$ cat src/rtl/drs_pkg.sv
package drs_pkg;
  typedef enum logic [2:0] {
    ST_PAUSE  = 3'd0,
    ST_IDLE   = 3'd1,
    ST_REQ    = 3'd2,
    ST_CAS_SU = 3'd3,
    ST_ACT    = 3'd4,
    ST_PRE    = 3'd5
  } seq_state_e;

  typedef enum logic {
    RF_CBR = 1'b0,
    RF_ROW = 1'b1
  } ref_mode_e;
endpackage

$ cat src/rtl/drs_interval.sv
module drs_interval #(
  parameter int INT_CYC  = 1950,
  parameter int PEND_MAX = 7
) (
  input  logic clk_i,
  input  logic rst_ni,
  input  logic en_i,
  input  logic done_i,
  output logic pend_o
);
  localparam int TW = $clog2(INT_CYC);
  localparam int PW = $clog2(PEND_MAX + 1);

  logic [TW-1:0] tick_q;
  logic [PW-1:0] pend_q;
  logic          tick;
  logic          pay;

  assign tick = en_i && (tick_q == TW'(INT_CYC - 1));
  assign pay  = done_i && (pend_q != '0);

  always_ff @(posedge clk_i or negedge rst_ni) begin
    if (!rst_ni)      tick_q <= '0;
    else if (!en_i)   tick_q <= '0;
    else if (tick)    tick_q <= '0;
    else              tick_q <= tick_q + 1'b1;
  end

  // refresh debt: saturating, never dropped below real demand
  always_ff @(posedge clk_i or negedge rst_ni) begin
    if (!rst_ni) pend_q <= '0;
    else begin
      case ({tick, pay})
        2'b10:   if (pend_q != PW'(PEND_MAX)) pend_q <= pend_q + 1'b1;
        2'b01:   pend_q <= pend_q - 1'b1;
        default: pend_q <= pend_q;
      endcase
    end
  end

  assign pend_o = (pend_q != '0);
endmodule

$ cat src/rtl/drs_test_ctl.sv
module drs_test_ctl (
  input  logic clk_i,
  input  logic rst_ni,
  input  logic ready_i,
  input  logic enter_i,
  input  logic leave_i,
  input  logic done_i,
  input  logic done_wcbr_i,
  output logic want_o,
  output logic mode_o
);
  logic want_q, mode_q;

  always_ff @(posedge clk_i or negedge rst_ni) begin
    if (!rst_ni)       want_q <= 1'b0;
    else if (!ready_i) want_q <= 1'b0;
    else if (leave_i)  want_q <= 1'b0;
    else if (enter_i)  want_q <= 1'b1;
  end

  // device mode follows the kind of the last completed cycle
  always_ff @(posedge clk_i or negedge rst_ni) begin
    if (!rst_ni)     mode_q <= 1'b0;
    else if (done_i) mode_q <= done_wcbr_i;
  end

  assign want_o = want_q;
  assign mode_o = mode_q;
endmodule

$ cat src/rtl/drs_row_ctr.sv
module drs_row_ctr #(
  parameter int ROW_W = 10
) (
  input  logic             clk_i,
  input  logic             rst_ni,
  input  logic             inc_i,
  output logic [ROW_W-1:0] row_o
);
  logic [ROW_W-1:0] row_q;

  always_ff @(posedge clk_i or negedge rst_ni) begin
    if (!rst_ni)    row_q <= '0;
    else if (inc_i) row_q <= row_q + 1'b1;
  end

  assign row_o = row_q;
endmodule

$ cat src/rtl/drs_seq_fsm.sv
module drs_seq_fsm
  import drs_pkg::*;
#(
  parameter ref_mode_e REF_MODE    = RF_CBR,
  parameter int        PAUSE_CYC   = 25000,
  parameter int        INIT_REFS   = 8,
  parameter int        CAS_SU_CYC  = 2,
  parameter int        RAS_ACT_CYC = 9,
  parameter int        RAS_PRE_CYC = 7
) (
  input  logic clk_i,
  input  logic rst_ni,
  input  logic gnt_i,
  input  logic cyc_req_i,
  input  logic want_test_i,
  output logic req_o,
  output logic ras_n_o,
  output logic cas_n_o,
  output logic we_n_o,
  output logic ready_o,
  output logic done_o,
  output logic done_wcbr_o
);
  localparam int M1    = (PAUSE_CYC > RAS_ACT_CYC) ? PAUSE_CYC : RAS_ACT_CYC;
  localparam int M2    = (RAS_PRE_CYC > CAS_SU_CYC) ? RAS_PRE_CYC : CAS_SU_CYC;
  localparam int MAXC  = (M1 > M2) ? M1 : M2;
  localparam int CNT_W = $clog2(MAXC + 1);
  localparam int INI_W = $clog2(INIT_REFS + 1);

  seq_state_e       state_q, state_d;
  logic [CNT_W-1:0] cnt_q, cnt_d;
  logic [INI_W-1:0] init_q, init_d;
  logic             ready_q, ready_d;
  logic             cbr_q, cbr_d;
  logic             wcbr_q, wcbr_d;
  logic             last;

  always_comb begin
    case (state_q)
      ST_PAUSE:  last = (cnt_q == CNT_W'(PAUSE_CYC - 1));
      ST_CAS_SU: last = (cnt_q == CNT_W'(CAS_SU_CYC - 1));
      ST_ACT:    last = (cnt_q == CNT_W'(RAS_ACT_CYC - 1));
      ST_PRE:    last = (cnt_q == CNT_W'(RAS_PRE_CYC - 1));
      default:   last = 1'b0;
    endcase
  end

  always_comb begin
    state_d = state_q;
    cnt_d   = cnt_q + 1'b1;
    init_d  = init_q;
    ready_d = ready_q;
    cbr_d   = cbr_q;
    wcbr_d  = wcbr_q;
    case (state_q)
      ST_PAUSE: if (last) begin
        state_d = ST_REQ;
        cnt_d   = '0;
      end
      ST_IDLE: begin
        cnt_d = '0;
        if (cyc_req_i) state_d = ST_REQ;
      end
      ST_REQ: begin
        cnt_d = '0;
        if (gnt_i) begin
          wcbr_d  = ready_q && want_test_i;
          cbr_d   = (REF_MODE == RF_CBR) || (ready_q && want_test_i);
          state_d = cbr_d ? ST_CAS_SU : ST_ACT;
        end
      end
      ST_CAS_SU: if (last) begin
        state_d = ST_ACT;
        cnt_d   = '0;
      end
      ST_ACT: if (last) begin
        state_d = ST_PRE;
        cnt_d   = '0;
      end
      ST_PRE: if (last) begin
        cnt_d = '0;
        if (ready_q) state_d = ST_IDLE;
        else if (init_q == INI_W'(1)) begin
          ready_d = 1'b1;
          state_d = ST_IDLE;
        end else begin
          init_d  = init_q - 1'b1;
          state_d = ST_REQ;
        end
      end
      default: state_d = ST_IDLE;
    endcase
  end

  always_ff @(posedge clk_i or negedge rst_ni) begin
    if (!rst_ni) begin
      state_q <= ST_PAUSE;
      cnt_q   <= '0;
      init_q  <= INI_W'(INIT_REFS);
      ready_q <= 1'b0;
      cbr_q   <= 1'b0;
      wcbr_q  <= 1'b0;
    end else begin
      state_q <= state_d;
      cnt_q   <= cnt_d;
      init_q  <= init_d;
      ready_q <= ready_d;
      cbr_q   <= cbr_d;
      wcbr_q  <= wcbr_d;
    end
  end

  assign req_o       = (state_q == ST_REQ) || (state_q == ST_CAS_SU) ||
                       (state_q == ST_ACT) || (state_q == ST_PRE);
  assign ras_n_o     = (state_q != ST_ACT);
  assign cas_n_o     = !((state_q == ST_CAS_SU) || ((state_q == ST_ACT) && cbr_q));
  assign we_n_o      = !(wcbr_q && ((state_q == ST_CAS_SU) || (state_q == ST_ACT)));
  assign ready_o     = ready_q;
  assign done_o      = (state_q == ST_PRE) && last;
  assign done_wcbr_o = wcbr_q;
endmodule

$ cat src/rtl/dram_refresh_seq.sv
module dram_refresh_seq
  import drs_pkg::*;
#(
  parameter ref_mode_e REF_MODE    = RF_CBR,
  parameter int        ROW_W       = 10,
  parameter int        PAUSE_CYC   = 25000,
  parameter int        INIT_REFS   = 8,
  parameter int        REF_INT_CYC = 1950,
  parameter int        CAS_SU_CYC  = 2,
  parameter int        RAS_ACT_CYC = 9,
  parameter int        RAS_PRE_CYC = 7,
  parameter int        PEND_MAX    = 7
) (
  input  logic             clk_i,
  input  logic             rst_ni,
  input  logic             gnt_i,
  input  logic             test_enter_i,
  input  logic             test_leave_i,
  output logic             req_o,
  output logic             ras_n_o,
  output logic             cas_n_o,
  output logic             we_n_o,
  output logic [ROW_W-1:0] addr_o,
  output logic             ready_o,
  output logic             test_mode_o
);
  logic pend, want, mode, done, done_wcbr, cyc_req;

  assign cyc_req = pend || (want != mode);

  drs_interval #(
    .INT_CYC (REF_INT_CYC),
    .PEND_MAX(PEND_MAX)
  ) i_interval (
    .clk_i (clk_i),
    .rst_ni(rst_ni),
    .en_i  (ready_o),
    .done_i(done && ready_o),
    .pend_o(pend)
  );

  drs_test_ctl i_test_ctl (
    .clk_i      (clk_i),
    .rst_ni     (rst_ni),
    .ready_i    (ready_o),
    .enter_i    (test_enter_i),
    .leave_i    (test_leave_i),
    .done_i     (done),
    .done_wcbr_i(done_wcbr),
    .want_o     (want),
    .mode_o     (mode)
  );

  drs_seq_fsm #(
    .REF_MODE   (REF_MODE),
    .PAUSE_CYC  (PAUSE_CYC),
    .INIT_REFS  (INIT_REFS),
    .CAS_SU_CYC (CAS_SU_CYC),
    .RAS_ACT_CYC(RAS_ACT_CYC),
    .RAS_PRE_CYC(RAS_PRE_CYC)
  ) i_fsm (
    .clk_i      (clk_i),
    .rst_ni     (rst_ni),
    .gnt_i      (gnt_i),
    .cyc_req_i  (cyc_req),
    .want_test_i(want),
    .req_o      (req_o),
    .ras_n_o    (ras_n_o),
    .cas_n_o    (cas_n_o),
    .we_n_o     (we_n_o),
    .ready_o    (ready_o),
    .done_o     (done),
    .done_wcbr_o(done_wcbr)
  );

  generate
    if (REF_MODE == RF_ROW) begin : g_row
      drs_row_ctr #(.ROW_W(ROW_W)) i_row (
        .clk_i (clk_i),
        .rst_ni(rst_ni),
        .inc_i (done && !done_wcbr),
        .row_o (addr_o)
      );
    end else begin : g_cbr
      assign addr_o = '0;
    end
  endgenerate

  assign test_mode_o = mode;
endmodule

$ cat config.mk
export PLATFORM = sky130hd
export DESIGN_NAME = dram_refresh_seq
export DESIGN_NICKNAME = d
export VERILOG_FILES = /design/src/rtl/drs_pkg.sv /design/src/rtl/drs_interval.sv /design/src/rtl/drs_test_ctl.sv /design/src/rtl/drs_row_ctr.sv /design/src/rtl/drs_seq_fsm.sv /design/src/rtl/dram_refresh_seq.sv
export SDC_FILE = /design/constraint.sdc
export NUM_CORES = 1
export LEC_CHECK = 0
export ABC_CLOCK_PERIOD_IN_PS = 8900
export BUFFER_PORTS_ARGS = -buffer_cell sky130_fd_sc_hd__buf_2
export CAP_MARGIN = 5
export CORE_MARGIN = 2
export CORE_UTILIZATION = 35
export CTS_CLUSTER_DIAMETER = 30
export DETAILED_ROUTE_END_ITERATION = 16
export PLACE_DENSITY_LB_ADDON = 0.15
export SLEW_MARGIN = 20
export SYNTH_ARGS = -nofsm -noshare
export SYNTH_HDL_FRONTEND = slang
export SYNTH_HIERARCHICAL = 1
export SYNTH_SLANG_ARGS = --single-unit
export TNS_END_PERCENT = 20
$ cat constraint.sdc
create_clock -name clk_i -period 8.9 [get_ports clk_i]
set_input_delay 0.445 -clock clk_i [delete_from_list [all_inputs] [get_ports clk_i]]
set_output_delay 0.445 -clock clk_i [all_outputs]
set_load 0.05 [all_outputs]
---- Yosys cells after proc, flatten, opt, wreduce, memory -nomap -nowiden ----
Cells that the tools add are included.
word-level totals
  register bits ........................... 41
  input port bits ......................... 5
  word-level logic and storage cells ...... 87
operators by class
  add/sub/neg operators ................... 5
  equality and inequality tests ........... 24
  mux-type cells .......................... 21
  bitwise gates (word level) .............. 2
  reductions and logical operators ........ 25
operators with widths
  kind                                                  number
  case mux 15 bit (2 select lines)                      1
  2-to-1 mux 3 bit                                      8
  2-to-1 mux 11 bit                                     2
  case mux 3 bit (6 select lines)                       1
  adder 15 x 1 -> 15 bit, second input constant         1
  equality test 15 x 1 -> 1 bit, second input constant  1
  equality test 15 bit, second input constant           1
  equality test 15 x 3 -> 1 bit, second input constant  1
  equality test 15 x 4 -> 1 bit, second input constant  1
  2-to-1 mux 15 bit                                     1
  adder 11 x 1 -> 11 bit, second input constant         1
  equality test 11 bit, second input constant           1
  != test 2 x 1 -> 1 bit, second input constant         5
  != test 3 bit, second input constant                  3
  logical AND 1 bit                                     7
  equality test 3 x 2 -> 1 bit, second input constant   2
  equality test 3 bit, second input constant            2
  logical OR 1 bit                                      6
  case mux 3 bit (2 select lines)                       1
  AND reduction 2 bit                                   3
  AND reduction 6 bit                                   1
  2-to-1 mux 1 bit                                      5
  equality test 4 x 1 -> 1 bit, second input constant   1
  != test 2 bit, second input constant                  2
  17 further kinds                                      19

---- Longest topological paths before layout ----
  depth in word-level cells ............... 8
  gate-level depth with buffers ........... 16
  mapped depth without buffers ............ 13

---- By module ----
The synthesis kept the hierarchy.
by module, submodules not included
  module            times used  cells an instance  area each (µm²)
  drs_seq_fsm       1           170                1,540.2
  drs_interval      1           97                 889.6
  dram_refresh_seq  1           14                 100.1
  drs_test_ctl      1           5                  76.3

---- Least setup slack after synthesis ----
Ideal clock, no wire load.
  kind .................................... flip-flop to flip-flop
  from .................................... register i_fsm.state_q[0]
  to ...................................... register i_interval.pend_q[1]
  library setup time ...................... 126 ps
  arrival time ............................ 3,312 ps
  required time ........................... 8,774 ps
  slack ................................... 5,462 ps
  cell stages (with the launch flop) ...... 17
  clock period less this slack ............ 3,438 ps
  path through ............................ dfrtp_1 buf_6 and3b_4 or2_4 o31a_4 nor2_1 buf_2 and2_1 and2_1 buf_2 and2_2 nand2_1 fa_1 nand2_1 a22oi_1 a21oi_1 a221o_1
between the ends
  word-level cells in the longest chain between the ends .. 8
  elaborated cells on any way between the ends .. 14
  those cells by class .................... eq/ne: 6; mux: 2; reduce/logical: 6
RTL lines
  item                                                                           RTL line                               text
  from (decl)                                                                    drs_seq_fsm.sv:30                      seq_state_e state_q, state_d;
  from (signal assigned)                                                         drs_seq_fsm.sv:104                     state_q <= state_d;
  equality test 3 bit (tied with other cells)                                    drs_seq_fsm.sv:39, drs_seq_fsm.sv:119
  case mux 1 bit (4 select lines)                                                drs_seq_fsm.sv:39                      case (state_q)
  logical AND 1 bit (*)                                                          drs_seq_fsm.sv:119                     assign done_o = (state_q == ST_PRE) && last;
  net done                                                                       dram_refresh_seq.sv:27                 logic pend, want, mode, done, done_wcbr, cyc_req;
  logical AND 1 bit (*)                                                          dram_refresh_seq.sv:38                 .done_i(done && ready_o),
  logical AND 1 bit (*)                                                          drs_interval.sv:20                     assign pay = done_i && (pend_q != '0);
  equality test 2 bit or equality test 2 x 1 -> 1 bit (tied branches)            drs_interval.sv:33                     case ({tick, pay})
  != test 2 x 1 -> 1 bit (no source line) or nonzero test 2 bit (tied branches)  n/a
  AND reduction 2 bit (no source line)                                           n/a
  to (signal assigned)                                                           drs_interval.sv:34                     2'b10: if (pend_q != PW'(PEND_MAX)) pend_q <= pend_q + 1'b1;
  to (signal assigned)                                                           drs_interval.sv:35                     2'b01: pend_q <= pend_q - 1'b1;
  to (signal assigned)                                                           drs_interval.sv:36                     default: pend_q <= pend_q;
  to (decl)                                                                      drs_interval.sv:15                     logic [PW-1:0] pend_q;
Mark *: on every way through the listed nets, which the timed path passes. The rest lies on a longest branch.
A chain may end at the register's enable or synchronous reset.

---- Worst setup path in the final report ----
  from .................................... register i_fsm.state_q[2]
  to ...................................... register i_interval.pend_q[1]
Same word-level chain as after synthesis.

==> results.py <==
metrics = {
    "status": {
        "status": "finished clean",
    },
    "timing": {
        "fin_crit_sh_pct": 46.5,
        "clock_skew_ns": 0.0137,
        "holdWs_ns": 0.295,
        "layout_min_cycle_time_ns": 4.14,
        "finalMaxSlewViolations": 0,
        "tns_ns": 0,
        "fmax_mhz": 242,
        "maxSlewHeadroom_pct": 34.7,
        "rsz0062_at_grt": "no",
        "setup_viol": 0,
        "worst_slew_pin_slew_ns": 0.980,
        "fin_ws_ns": 4.76,
        "final_hold_viol_count": 0,
    },
    "grt": {
        "grt_max_degree": 42,
        "track_usage_pct": 13.7,
        "antenna_found_initial": 0,
        "gr-total-overflow": 0,
        "top_usage_layer": "met1",
        "grt_pass1_wl_microns": 9160,
        "grt.met1_usage_pct": 20.3,
        "gr-usage-met3_pct": 2.84,
        "first_global_vias": 1881,
        "gr-usage-met2_pct": 19.7,
    },
    "route": {
        "wire_per_inst_microns": 13.0,
        "via_count": 1947,
        "dr.pass1.iters": 4,
        "routed_via_density": 4.97,
        "dr.first_iter.drc_count": 103,
        "detail-route-antenna-nets": 0,
        "drc_errors": 0,
        "drt_wl_total_microns": 5110,
    },
    "cts": {
        "cts_resized": 0,
        "clk_latency_ns": 0.30,
        "numCtsBuffers": 5,
        "path_clk_slew_ns": 0.08,
        "h-tree-depth": 2,
        "cts_sinks": 41,
        "cts-root-buf": "clkbuf_8",
        "hold_buffers": 0,
        "postCtsSetupBuffers": 0,
        "cts_tree": "done",
        "cts.path.max_buffers": 2,
    },
    "cells_and_area": {
        "regArea_sq_mm": 0.00103,
        "diodes": 0,
        "drive_gt1_share_pct": 13.3,
        "syn2layout_area_growth_pct": 7.30,
        "layout.nets": 303,
        "fillers": 732,
        "multi_input_area_sq_mm": 0.00144,
    },
    "worst_setup_path": {
        "crit_path_top_delay_cell": "dfrtp_1",
        "start_kind": "flop",
        "worstPathCellList": "nor3b_2, xnor2_1, nand4_2, nor2_1, and2_1, and2_1, and2_2, nand2_1, fa_1, nand2_1, a22oi_1, a21oi_1, a221o_1",
        "path_max_fanout": 16,
        "endpoint": "i_interval/pend_q[1]$_DFFE_PN0P_",
        "r2r_start": "i_fsm/state_q[2]$_DFFE_PN0P_",
        "timing.rr.end": "i_interval/pend_q[1]$_DFFE_PN0P_",
        "crit_type": "flop to flop",
        "reg2reg_slack_ns": 4.76,
        "arrival_ns": 4.32,
        "required_ns": 9.08,
        "endpoint_kind": "flop",
        "cp-startpoint": "i_fsm/state_q[2]$_DFFE_PN0P_",
        "slowest_delay_ns": 0.60,
        "reg2regPathDepth": 13,
    },
    "synthesis": {
        "synth_commonest_cells": "dfrtp_1 (40), nand2_1 (34), nor2_1 (26)",
        "syn_avg_cell_area_sq_um": 9.11,
        "synth_top_area_share_pct": 38.4,
        "synth_area_sq_mm": 0.00261,
        "ys_warn_count": 6,
        "yosys.area.top_type": "dfrtp_1",
        "yosysMostFrequentCell": "dfrtp_1",
        "synth-async-reset-ratio_pct": 100,
        "synth-seq-cells": 41,
        "synthCells": 286,
        "synth_edf_count": 0,
        "ys.flop_type": "dfrtp_1",
        "ys_top_cells_by_area": "dfrtp_1 (38%), nand2_1 (4.9%), xnor2_1 (4.7%)",
        "synth.distinct_cells": 64,
        "ys_seq_area_share_pct": 39.4,
    },
    "flow_run": {
        "drv_cap": 0,
    },
    "power_and_ir_drop": {
        "power_density_mw_per_mm2": 205,
        "irDropWorstVdd_mv": 0.0774,
        "p_leak_nw": 1.19,
    },
    "min_path": {
        "holdCritPathClass": "primary input to flop",
        "worstHoldStart": "test_leave_i",
    },
    "place": {
        "dp_hpwl_microns": 3580,
        "pre_cts_ws_ns": 4.80,
        "place_congestion": 0.782,
        "io_buffers": 10,
    },
    "floorplanning": {
        "rows": 31,
        "die_y_microns": 90.3,
        "core_area_sq_mm": 0.00721,
        "die_x_microns": 90.3,
        "initial_core_util_pct": 36.1,
        "die-area_sq_mm": 0.00815,
        "design.portCount": 21,
    },
}
-- per-stage QoR --
| step | cells | cell area [sq um] | power [mW] | util [%] |
|---|---|---|---|---|
| detailed placement | 384 | 2700 | 0.442 | 37.4 |
| finish | 392 | 2800 | 0.574 | 38.8 |
| global placement | 384 | 2700 | 0.441 | 37.4 |
| CTS | 392 | 2800 | 0.581 | 38.8 |
| global route | 392 | 2800 | 0.615 | 38.8 |
| floorplan | 295 | 2640 | 0.404 | - |
-- worst max-delay path: cells and delay by family (launching register included) --
kind / cells / cell delay (ns)
flops: 1 / 0.60
xor+xnor: 1 / 0.18
fa+ha+maj: 1 / 0.55
simple gates: 8 / 2.19
compound gates: 3 / 0.51
-- state kept, by name, summed over array words and instances (netlist names) --
name               flops
i_fsm/cnt_q           15
i_interval/tick_q     11
i_fsm/init_q           4
i_fsm/state_q          3
i_interval/pend_q      3
i_fsm/cbr_q            1
i_fsm/done_wcbr_o      1
i_fsm/ready_o          1
i_test_ctl/mode_o      1
i_test_ctl/want_o      1
-- metal layers --
layer  wire length (microns)  share of wire, %
met1                    2690                53
met2                    2100                41
met3                     237               4.6
met4                      80               1.6
met5                       0                 0
-- cells in the final DEF, fill, tap and decap left out, drive strengths merged, types with 5 or more instances in the layout --
cell,synthesis,routed
inv,12,12
o21ai,19,19
a21oi,8,8
nand3,14,14
nand2,35,35
nand4,7,7
and2,5,5
xnor2,14,14
xor2,12,12
dfrtp,40,40
nor4,6,6
clkbuf,7,7
nor3,8,8
nor2,26,26
buf,14,11
or3,5,5
ha,5,5
conb,1,10
-- cells by family (layout without fill, tap and decap cells) --
family	count (synthesis)	after routing	share of synthesized area [%]
AND/OR/NAND/NOR	128	128	28.3
multiplexers	4	4	1.73
adder cells (fa/ha/maj)	6	6	3.17
XOR/XNOR	26	26	8.74
buffers and inverters	33	31	6.58
AO/OA/AOI/OAI	47	47	12.0
other	1	10	0.144
flip-flops	41	41	39.4
-- where the power goes --
group / total [mW] / internal, mW / switching [mW] / leakage [nW]
Sequential: 0.229 / 0.199 / 0.0295 / 0.540
Clock: 0.136 / 0.0701 / 0.0655 / 0.0542
Combinational: 0.209 / 0.0708 / 0.138 / 0.601
Total: 0.574 / 0.340 / 0.234 / 1.19
-- worst min path at each step --
stage                                                to  slack [ns]  cells past startpoint
final                     i_test_ctl/want_o$_DFFE_PN0P_        0.30                      2
after CTS                 i_test_ctl/want_o$_DFFE_PN0P_        0.29                      2
after global routing      i_test_ctl/want_o$_DFFE_PN0P_        0.31                      2
after detailed placement        i_fsm/cbr_q$_DFFE_PN0P_        0.48                      1
after global placement      i_fsm/init_q[2]$_DFFE_PN0P_        0.48                      1
after floorplan                 i_fsm/cbr_q$_DFFE_PN0P_        0.15                      0
-- area by class of cell --
type,count,area share [%]
clock buffers,7,3.45
clock inverters,1,0.179
well taps,99,4.43
inverters,12,1.61
repair buffers,11,2.06
multi-input cells,221,51.5
flip-flops and latches,41,36.7
No activity file was read; power rests on OpenSTA's default activity.
